File: src/rtl/ivc_pkg.sv
package ivc_pkg;

    localparam int NSRC   = 17;
    localparam int NLVL   = 8;
    localparam int SRC_W  = $clog2(NSRC);
    localparam int LVL_W  = $clog2(NLVL);
    localparam int RANK_W = 3;
    localparam int BYTE_W = 8;
    localparam int ADDR_W = BYTE_W;
    localparam int SVC_W  = 2 * BYTE_W;
    localparam int PRIO_W = NLVL * RANK_W;

    localparam logic [ADDR_W-1:0] VEC_BASE  = 8'hD0;
    localparam logic [SVC_W-1:0]  RESET_SVC = 16'h0100;

    typedef enum logic [1:0] {
        SEQ_IDLE,
        SEQ_HI,
        SEQ_LO
    } seq_state_e;

    typedef struct packed {
        logic             valid;
        logic [SRC_W-1:0] src;
    } win_t;

    // Level that each source belongs to
    function automatic logic [LVL_W-1:0] src_level(input int idx);
        case (idx)
            0, 1:       return LVL_W'(0);
            2:          return LVL_W'(1);
            3, 4:       return LVL_W'(2);
            5, 6:       return LVL_W'(3);
            7, 8:       return LVL_W'(4);
            9, 10:      return LVL_W'(5);
            11, 12, 13: return LVL_W'(6);
            default:    return LVL_W'(7);
        endcase
    endfunction

    function automatic logic [ADDR_W-1:0] vec_of(input logic [SRC_W-1:0] s);
        return VEC_BASE + ADDR_W'({s, 1'b0});
    endfunction

    // Reset ranks: level L gets rank L
    function automatic logic [PRIO_W-1:0] rank_init();
        logic [PRIO_W-1:0] r;
        r = '0;
        for (int l = 0; l < NLVL; l++) begin
            r[l*RANK_W +: RANK_W] = RANK_W'(l);
        end
        return r;
    endfunction

endpackage

File: src/rtl/ivc_pend.sv
module ivc_pend
    import ivc_pkg::*;
(
    input  logic            clk,
    input  logic            rst,
    input  logic [NSRC-1:0] src_in,
    input  logic [NSRC-1:0] sw_clr,
    input  logic [NSRC-1:0] hw_clr,
    output logic [NSRC-1:0] pend
);

    for (genvar i = 0; i < NSRC; i++) begin : g_flag
        always_ff @(posedge clk) begin
            if (rst) begin
                pend[i] <= 1'b0;
            end else if (sw_clr[i] || hw_clr[i]) begin
                // a clear beats a same-cycle set; the line re-sets it next edge
                pend[i] <= 1'b0;
            end else if (src_in[i]) begin
                pend[i] <= 1'b1;
            end
        end
    end

endmodule

File: src/rtl/ivc_arb.sv
module ivc_arb
    import ivc_pkg::*;
(
    input  logic [NSRC-1:0]   elig,
    input  logic [PRIO_W-1:0] ranks,
    output win_t              win
);

    logic [NLVL-1:0]  lvl_hit;
    logic [SRC_W-1:0] lvl_src [NLVL];

    // Per level: fixed order, lowest source index wins
    for (genvar l = 0; l < NLVL; l++) begin : g_lvl
        logic             hit;
        logic [SRC_W-1:0] sel;

        always_comb begin
            hit = 1'b0;
            sel = '0;
            for (int i = NSRC - 1; i >= 0; i--) begin
                if (elig[i] && (src_level(i) == LVL_W'(l))) begin
                    hit = 1'b1;
                    sel = SRC_W'(i);
                end
            end
        end

        assign lvl_hit[l] = hit;
        assign lvl_src[l] = sel;
    end

    // Across levels: smallest rank, ties to the lower level (strict compare)
    always_comb begin
        logic [RANK_W-1:0] best;
        win  = '0;
        best = '1;
        for (int l = 0; l < NLVL; l++) begin
            if (lvl_hit[l] &&
                (!win.valid || (ranks[l*RANK_W +: RANK_W] < best))) begin
                win.valid = 1'b1;
                win.src   = lvl_src[l];
                best      = ranks[l*RANK_W +: RANK_W];
            end
        end
    end

endmodule

File: src/rtl/ivc_seq.sv
module ivc_seq
    import ivc_pkg::*;
(
    input  logic              clk,
    input  logic              rst,
    input  logic              start,
    input  logic [ADDR_W-1:0] start_vec,
    input  logic [BYTE_W-1:0] mem_rdata,
    output logic              busy,
    output logic              mem_rd,
    output logic [ADDR_W-1:0] mem_addr,
    output logic              stk_push,
    output logic              svc_done,
    output logic [SVC_W-1:0]  svc_addr
);

    seq_state_e        state_q;
    logic [ADDR_W-1:0] vec_q;
    logic [BYTE_W-1:0] hi_q;
    logic              push_q;
    logic              done_q;
    logic [SVC_W-1:0]  svc_q;

    always_ff @(posedge clk) begin
        if (rst) begin
            state_q <= SEQ_IDLE;
            vec_q   <= '0;
            hi_q    <= '0;
            push_q  <= 1'b0;
            done_q  <= 1'b0;
            svc_q   <= RESET_SVC;
        end else begin
            push_q <= 1'b0;
            done_q <= 1'b0;
            unique case (state_q)
                SEQ_IDLE: begin
                    if (start) begin
                        state_q <= SEQ_HI;
                        vec_q   <= start_vec;
                        push_q  <= 1'b1;
                    end
                end
                SEQ_HI: begin
                    hi_q    <= mem_rdata;
                    state_q <= SEQ_LO;
                end
                SEQ_LO: begin
                    svc_q   <= {hi_q, mem_rdata};
                    done_q  <= 1'b1;
                    state_q <= SEQ_IDLE;
                end
                default: state_q <= SEQ_IDLE;
            endcase
        end
    end

    assign busy     = (state_q != SEQ_IDLE);
    assign mem_rd   = busy;
    assign mem_addr = (state_q == SEQ_LO) ? vec_q + ADDR_W'(1) : vec_q;
    assign stk_push = push_q;
    assign svc_done = done_q;
    assign svc_addr = svc_q;

endmodule

File: src/rtl/irq_vec_ctrl.sv
module irq_vec_ctrl
    import ivc_pkg::*;
#(
    parameter logic [NSRC-1:0] AUTO_CLR = 17'h00A55
) (
    input  logic              clk,
    input  logic              rst,
    input  logic [NSRC-1:0]   irq_src,
    input  logic              src_en_we,
    input  logic [NSRC-1:0]   src_en_wdata,
    input  logic              lvl_en_we,
    input  logic [NLVL-1:0]   lvl_en_wdata,
    input  logic              prio_we,
    input  logic [PRIO_W-1:0] prio_wdata,
    input  logic              pend_clr_we,
    input  logic [NSRC-1:0]   pend_clr_mask,
    input  logic              reti,
    output logic              irq_req,
    output logic [ADDR_W-1:0] irq_vec,
    input  logic              irq_ack,
    output logic              mem_rd,
    output logic [ADDR_W-1:0] mem_addr,
    input  logic [BYTE_W-1:0] mem_rdata,
    output logic              stk_push,
    output logic              svc_done,
    output logic [SVC_W-1:0]  svc_addr
);

    logic [NSRC-1:0]   src_en_q;
    logic [NLVL-1:0]   lvl_en_q;
    logic [PRIO_W-1:0] rank_q;
    logic              gie_q;

    logic [NSRC-1:0] pend;
    logic [NSRC-1:0] lvl_gate;
    logic [NSRC-1:0] elig;
    logic [NSRC-1:0] sw_clr;
    logic [NSRC-1:0] hw_clr;
    win_t            win;
    logic            busy;
    logic            take;

    always_ff @(posedge clk) begin
        if (rst) begin
            src_en_q <= '0;
            lvl_en_q <= '0;
            rank_q   <= rank_init();
            gie_q    <= 1'b0;
        end else begin
            if (src_en_we) src_en_q <= src_en_wdata;
            if (lvl_en_we) lvl_en_q <= lvl_en_wdata;
            if (prio_we)   rank_q   <= prio_wdata;
            if (take)      gie_q    <= 1'b0;
            else if (reti) gie_q    <= 1'b1;
        end
    end

    for (genvar i = 0; i < NSRC; i++) begin : g_gate
        assign lvl_gate[i] = lvl_en_q[src_level(i)];
    end

    assign elig    = pend & src_en_q & lvl_gate & {NSRC{gie_q}};
    assign irq_req = win.valid & ~busy;
    assign irq_vec = vec_of(win.src);
    assign take    = irq_req & irq_ack;
    assign sw_clr  = pend_clr_we ? pend_clr_mask : '0;
    assign hw_clr  = take ? (AUTO_CLR & (NSRC'(1) << win.src)) : '0;

    ivc_pend u_pend (
        .clk    (clk),
        .rst    (rst),
        .src_in (irq_src),
        .sw_clr (sw_clr),
        .hw_clr (hw_clr),
        .pend   (pend)
    );

    ivc_arb u_arb (
        .elig  (elig),
        .ranks (rank_q),
        .win   (win)
    );

    ivc_seq u_seq (
        .clk       (clk),
        .rst       (rst),
        .start     (take),
        .start_vec (irq_vec),
        .mem_rdata (mem_rdata),
        .busy      (busy),
        .mem_rd    (mem_rd),
        .mem_addr  (mem_addr),
        .stk_push  (stk_push),
        .svc_done  (svc_done),
        .svc_addr  (svc_addr)
    );

endmodule

File: config.mk
export PLATFORM = sky130hd
export DESIGN_NAME = irq_vec_ctrl
export DESIGN_NICKNAME = d
export VERILOG_FILES = /design/src/rtl/ivc_pkg.sv /design/src/rtl/ivc_pend.sv /design/src/rtl/ivc_arb.sv /design/src/rtl/ivc_seq.sv /design/src/rtl/irq_vec_ctrl.sv
export SDC_FILE = /design/constraint.sdc
export NUM_CORES = 1
export LEC_CHECK = 0
export ABC_CLOCK_PERIOD_IN_PS = 24200
export CORE_MARGIN = 4
export CORE_UTILIZATION = 53
export DETAILED_ROUTE_END_ITERATION = 12
export GPL_TIMING_DRIVEN = 0
export HOLD_SLACK_MARGIN = 0.08
export PLACE_DENSITY = 0.86
export SYNTH_ARGS = -nofsm -noshare
export SYNTH_HDL_FRONTEND = slang
export SYNTH_SLANG_ARGS = --single-unit
File: constraint.sdc
create_clock -name clk -period 24.2 [get_ports clk]
set_input_delay 2.42 -clock clk [delete_from_list [all_inputs] [get_ports clk]]
set_output_delay 2.42 -clock clk [all_outputs]
set_load 0.01 [all_outputs]
==> impl_metrics.toml <==
[outcome]
outcome = "finished clean"

[yosys]
synth_top_area_share_pct = 38.9
ys_types = 83
ys.flop_type = "dfxtp_1"
syn-num-nets = 721
synth-async-reset-ratio_pct = 0
yosys_warnings = 0
synth.most_common_cell = "dfxtp_1"
syn_avg_cell_area_um2 = 8.42
synth_top_area_cell = "dfxtp_1"
synth_common_cells = "dfxtp_1, nand2_1, nor2_1"
netlist_instances = 617
synthTopCellsByArea = "dfxtp_1, mux2i_1, nand2_1, nor2_1, a21oi_1"
synth-seq-area-share_pct = 38.9
synth_edf_count = 0
syn-cell-area_um2 = 5190
synth-seq-cells = 101

[sta]
rsz0062_at_grt = "false"
slew_violations = 0
worst_slew_pin_slew_ns = 0.760
setup_ws_ns = 12.52
hold_viol = 0
whs_ns = 0.458
fin_setup_tns_ns = 0
timing.slew.headroom_pct = 48.9
setup_viol = 0
skew_ns = 0.0208
timing.final.crit_share_pct = 48.3
fin_crit_ns = 11.68
max_freq_mhz = 85.6

[finish]
drive_gt1_share_pct = 7.49
nNetsFinal = 860
design_area_um2 = 6830
n_antenna_cell = 0
fin_cells = 890
syn_to_final_growth_pct = 31.5

[critical_path]
crit_type = "flop to output pin"
cp-start-kind = "flop"
critical_path.most_common_cell = "ha_1"
critPathMaxStageDelay_ns = 0.57
crit_arrival_ns = 9.26
end_kind = "output pin"
cp_max_fo = 10
crit_required_ns = 21.78
worst_path_max_delay_cell = "o41a_4"

[placed_design]
dp_slack_ns = 13.05
routabilityCongestion = 0.894
dpl.cell_count = 874
dpl-instance-area_um2 = 6640
place.detailed.hpwl_um = 11700
io_buffers = 128

[pwr]
irDropWorstVdd_v = 0.0000330
p_leak_nw = 2.63
powerDensity_nw_per_um2 = 48.9

[global_routing]
grt_usage_pct = 25.5
grt-ovfl-total = 0
grt_pass1_wl_um = 23700
grt_pass1_vias = 4930
grt_max_degree = 19
antenna_found_initial = 0

[floorplanning]
design.die.area_um2 = 11500
ios = 135
die_y_um = 107
die_w_um = 107
core_area_um2 = 9370
num_rows = 35
initial_core_util_pct = 55.4

[clock_tree]
clk-insertion-delay-late_ns = 0.37
cts_hold_buffers = 0
cts_tree = "yes"
root_buffer = "clkbuf_8"
cts.htree.levels = 3
cts_made_buffers = 9
clk_pin_slew_worst_paths_ns = 0.10
post-cts-setup-buffers = 0
cts.sinks = 101
clockBufferDepth = 2
ctsResizeCount = 0

[routing]
drt_first_pass_iters = 5
wl_per_cell_um = 16.6
ant_nets = 0
remaining_drc_errors = 0
vias = 5102
drt-total-wl_um = 14700
drt_iter0_drc = 344
vias_per_cell = 5.73

[run]
maxCapViolations = 0

[min_path]
hp-class = "flop to flop"
## layout by cell type (no fill, tap or decap), drive strengths merged, types with 3 or more instances in the layout
cell           synthesis  routed
a311oi                 5       5
or2                    7       7
nor2                  78      78
nor3                   8       8
o21a                   3       3
nand2                 95      95
o211ai                16      16
a31oi                 13      13
nand3                 11      11
o21ai                 15      15
mux2i                 50      50
or3                    7       7
inv                   17      19
a21o                   6       6
buf                    7       7
and3                   4       4
a211o                  4       4
o32ai                  4       4
mux2                   3       3
nor2b                  3       3
a2111oi                3       3
dfxtp                101     101
o31ai                  3       3
a211oi                21      21
clkdlybuf4s50          0     128
nand4                  4       4
a22oi                  3       3
ha                     5       5
clkbuf                23      34
clkinv                 1       4
a21oi                 45      45
and2                   7       7
nand2b                10      10
## layout make-up
type	instances	area, um2
Timing Repair Buffer	128	1280
Inverter	18	67.6
Buffer	30	128
Tap cell	129	161
Fill cell	751	2540
Sequential cell	101	2020
Clock inverter	5	53.8
Multi-Input combinational cell	468	2980
Clock buffer	11	141
## flip-flops by register name, indices dropped and copies added, names as in the netlist
name and flops:
gie_q 1, lvl_en_q 8, rank_q 24, src_en_q 17, u_pend.pend 17, u_seq.hi_q 8
u_seq.state_q 2, u_seq.stk_push 1, u_seq.svc_addr 16, u_seq.svc_done 1, u_seq.vec_q 6
## through the flow
step | total power [mW] | util, %
global placement | 0.231 | 70.8
floorplan | 0.207 | -
CTS | 0.335 | 72.9
global route | 0.347 | 72.9
detailed placement | 0.232 | 70.8
finish | 0.334 | 72.9
## metal layers
layer / global-route usage, % / vias up / wire (um) / share of wire (%)
met4: 5.66 / 0 / 177 / 1.2
met3: 5.24 / 17 / 1090 / 7.4
met5: 0 / - / 0 / 0
li1: - / 2505 / - / -
met2: 41.9 / 200 / 6940 / 47
met1: 34.5 / 2380 / 6530 / 44
## kinds of logic (layout without fill, tap and decap cells)
family	Yosys count	after routing	share of synthesized area, %
and+or+nand+nor	245	245	22.0
AOI/OAI and AO/OA	163	163	23.6
DFF	101	101	38.9
muxes	53	53	10.3
buffers and inverters	48	192	3.76
adders and majority gates	6	6	1.40
other	1	1	0.0722
## critical path: cells and delay by family, from the launching register on
kind            cells  cell delay, ns
compound gates     15            4.22
fa+ha+maj           3            0.65
buf+inv             5            0.96
flops               1            0.32
mux                 3            1.05
simple gates        7            1.68
## final timing paths
path | from | endpoint | slack, ns | cells past startpoint
worst max register to register | gie_q | u_seq.vec_q[5] | 15.60 | 30
worst min register to register | u_seq.hi_q[6] | u_seq.svc_addr[14] | 0.46 | 2
worst max-delay path | gie_q | irq_vec[7] | 12.52 | 33
worst min-delay path | u_seq.hi_q[6] | u_seq.svc_addr[14] | 0.46 | 2
## power by group
group	switching, mW	leakage, nW	total, mW	internal, mW
Combinational	0.0225	1.70	0.0491	0.0266
Sequential	0.00629	0.829	0.180	0.174
Clock	0.0622	0.0988	0.105	0.0427
Total	0.0910	2.63	0.334	0.243
No activity file was read; power rests on OpenSTA's default activity.
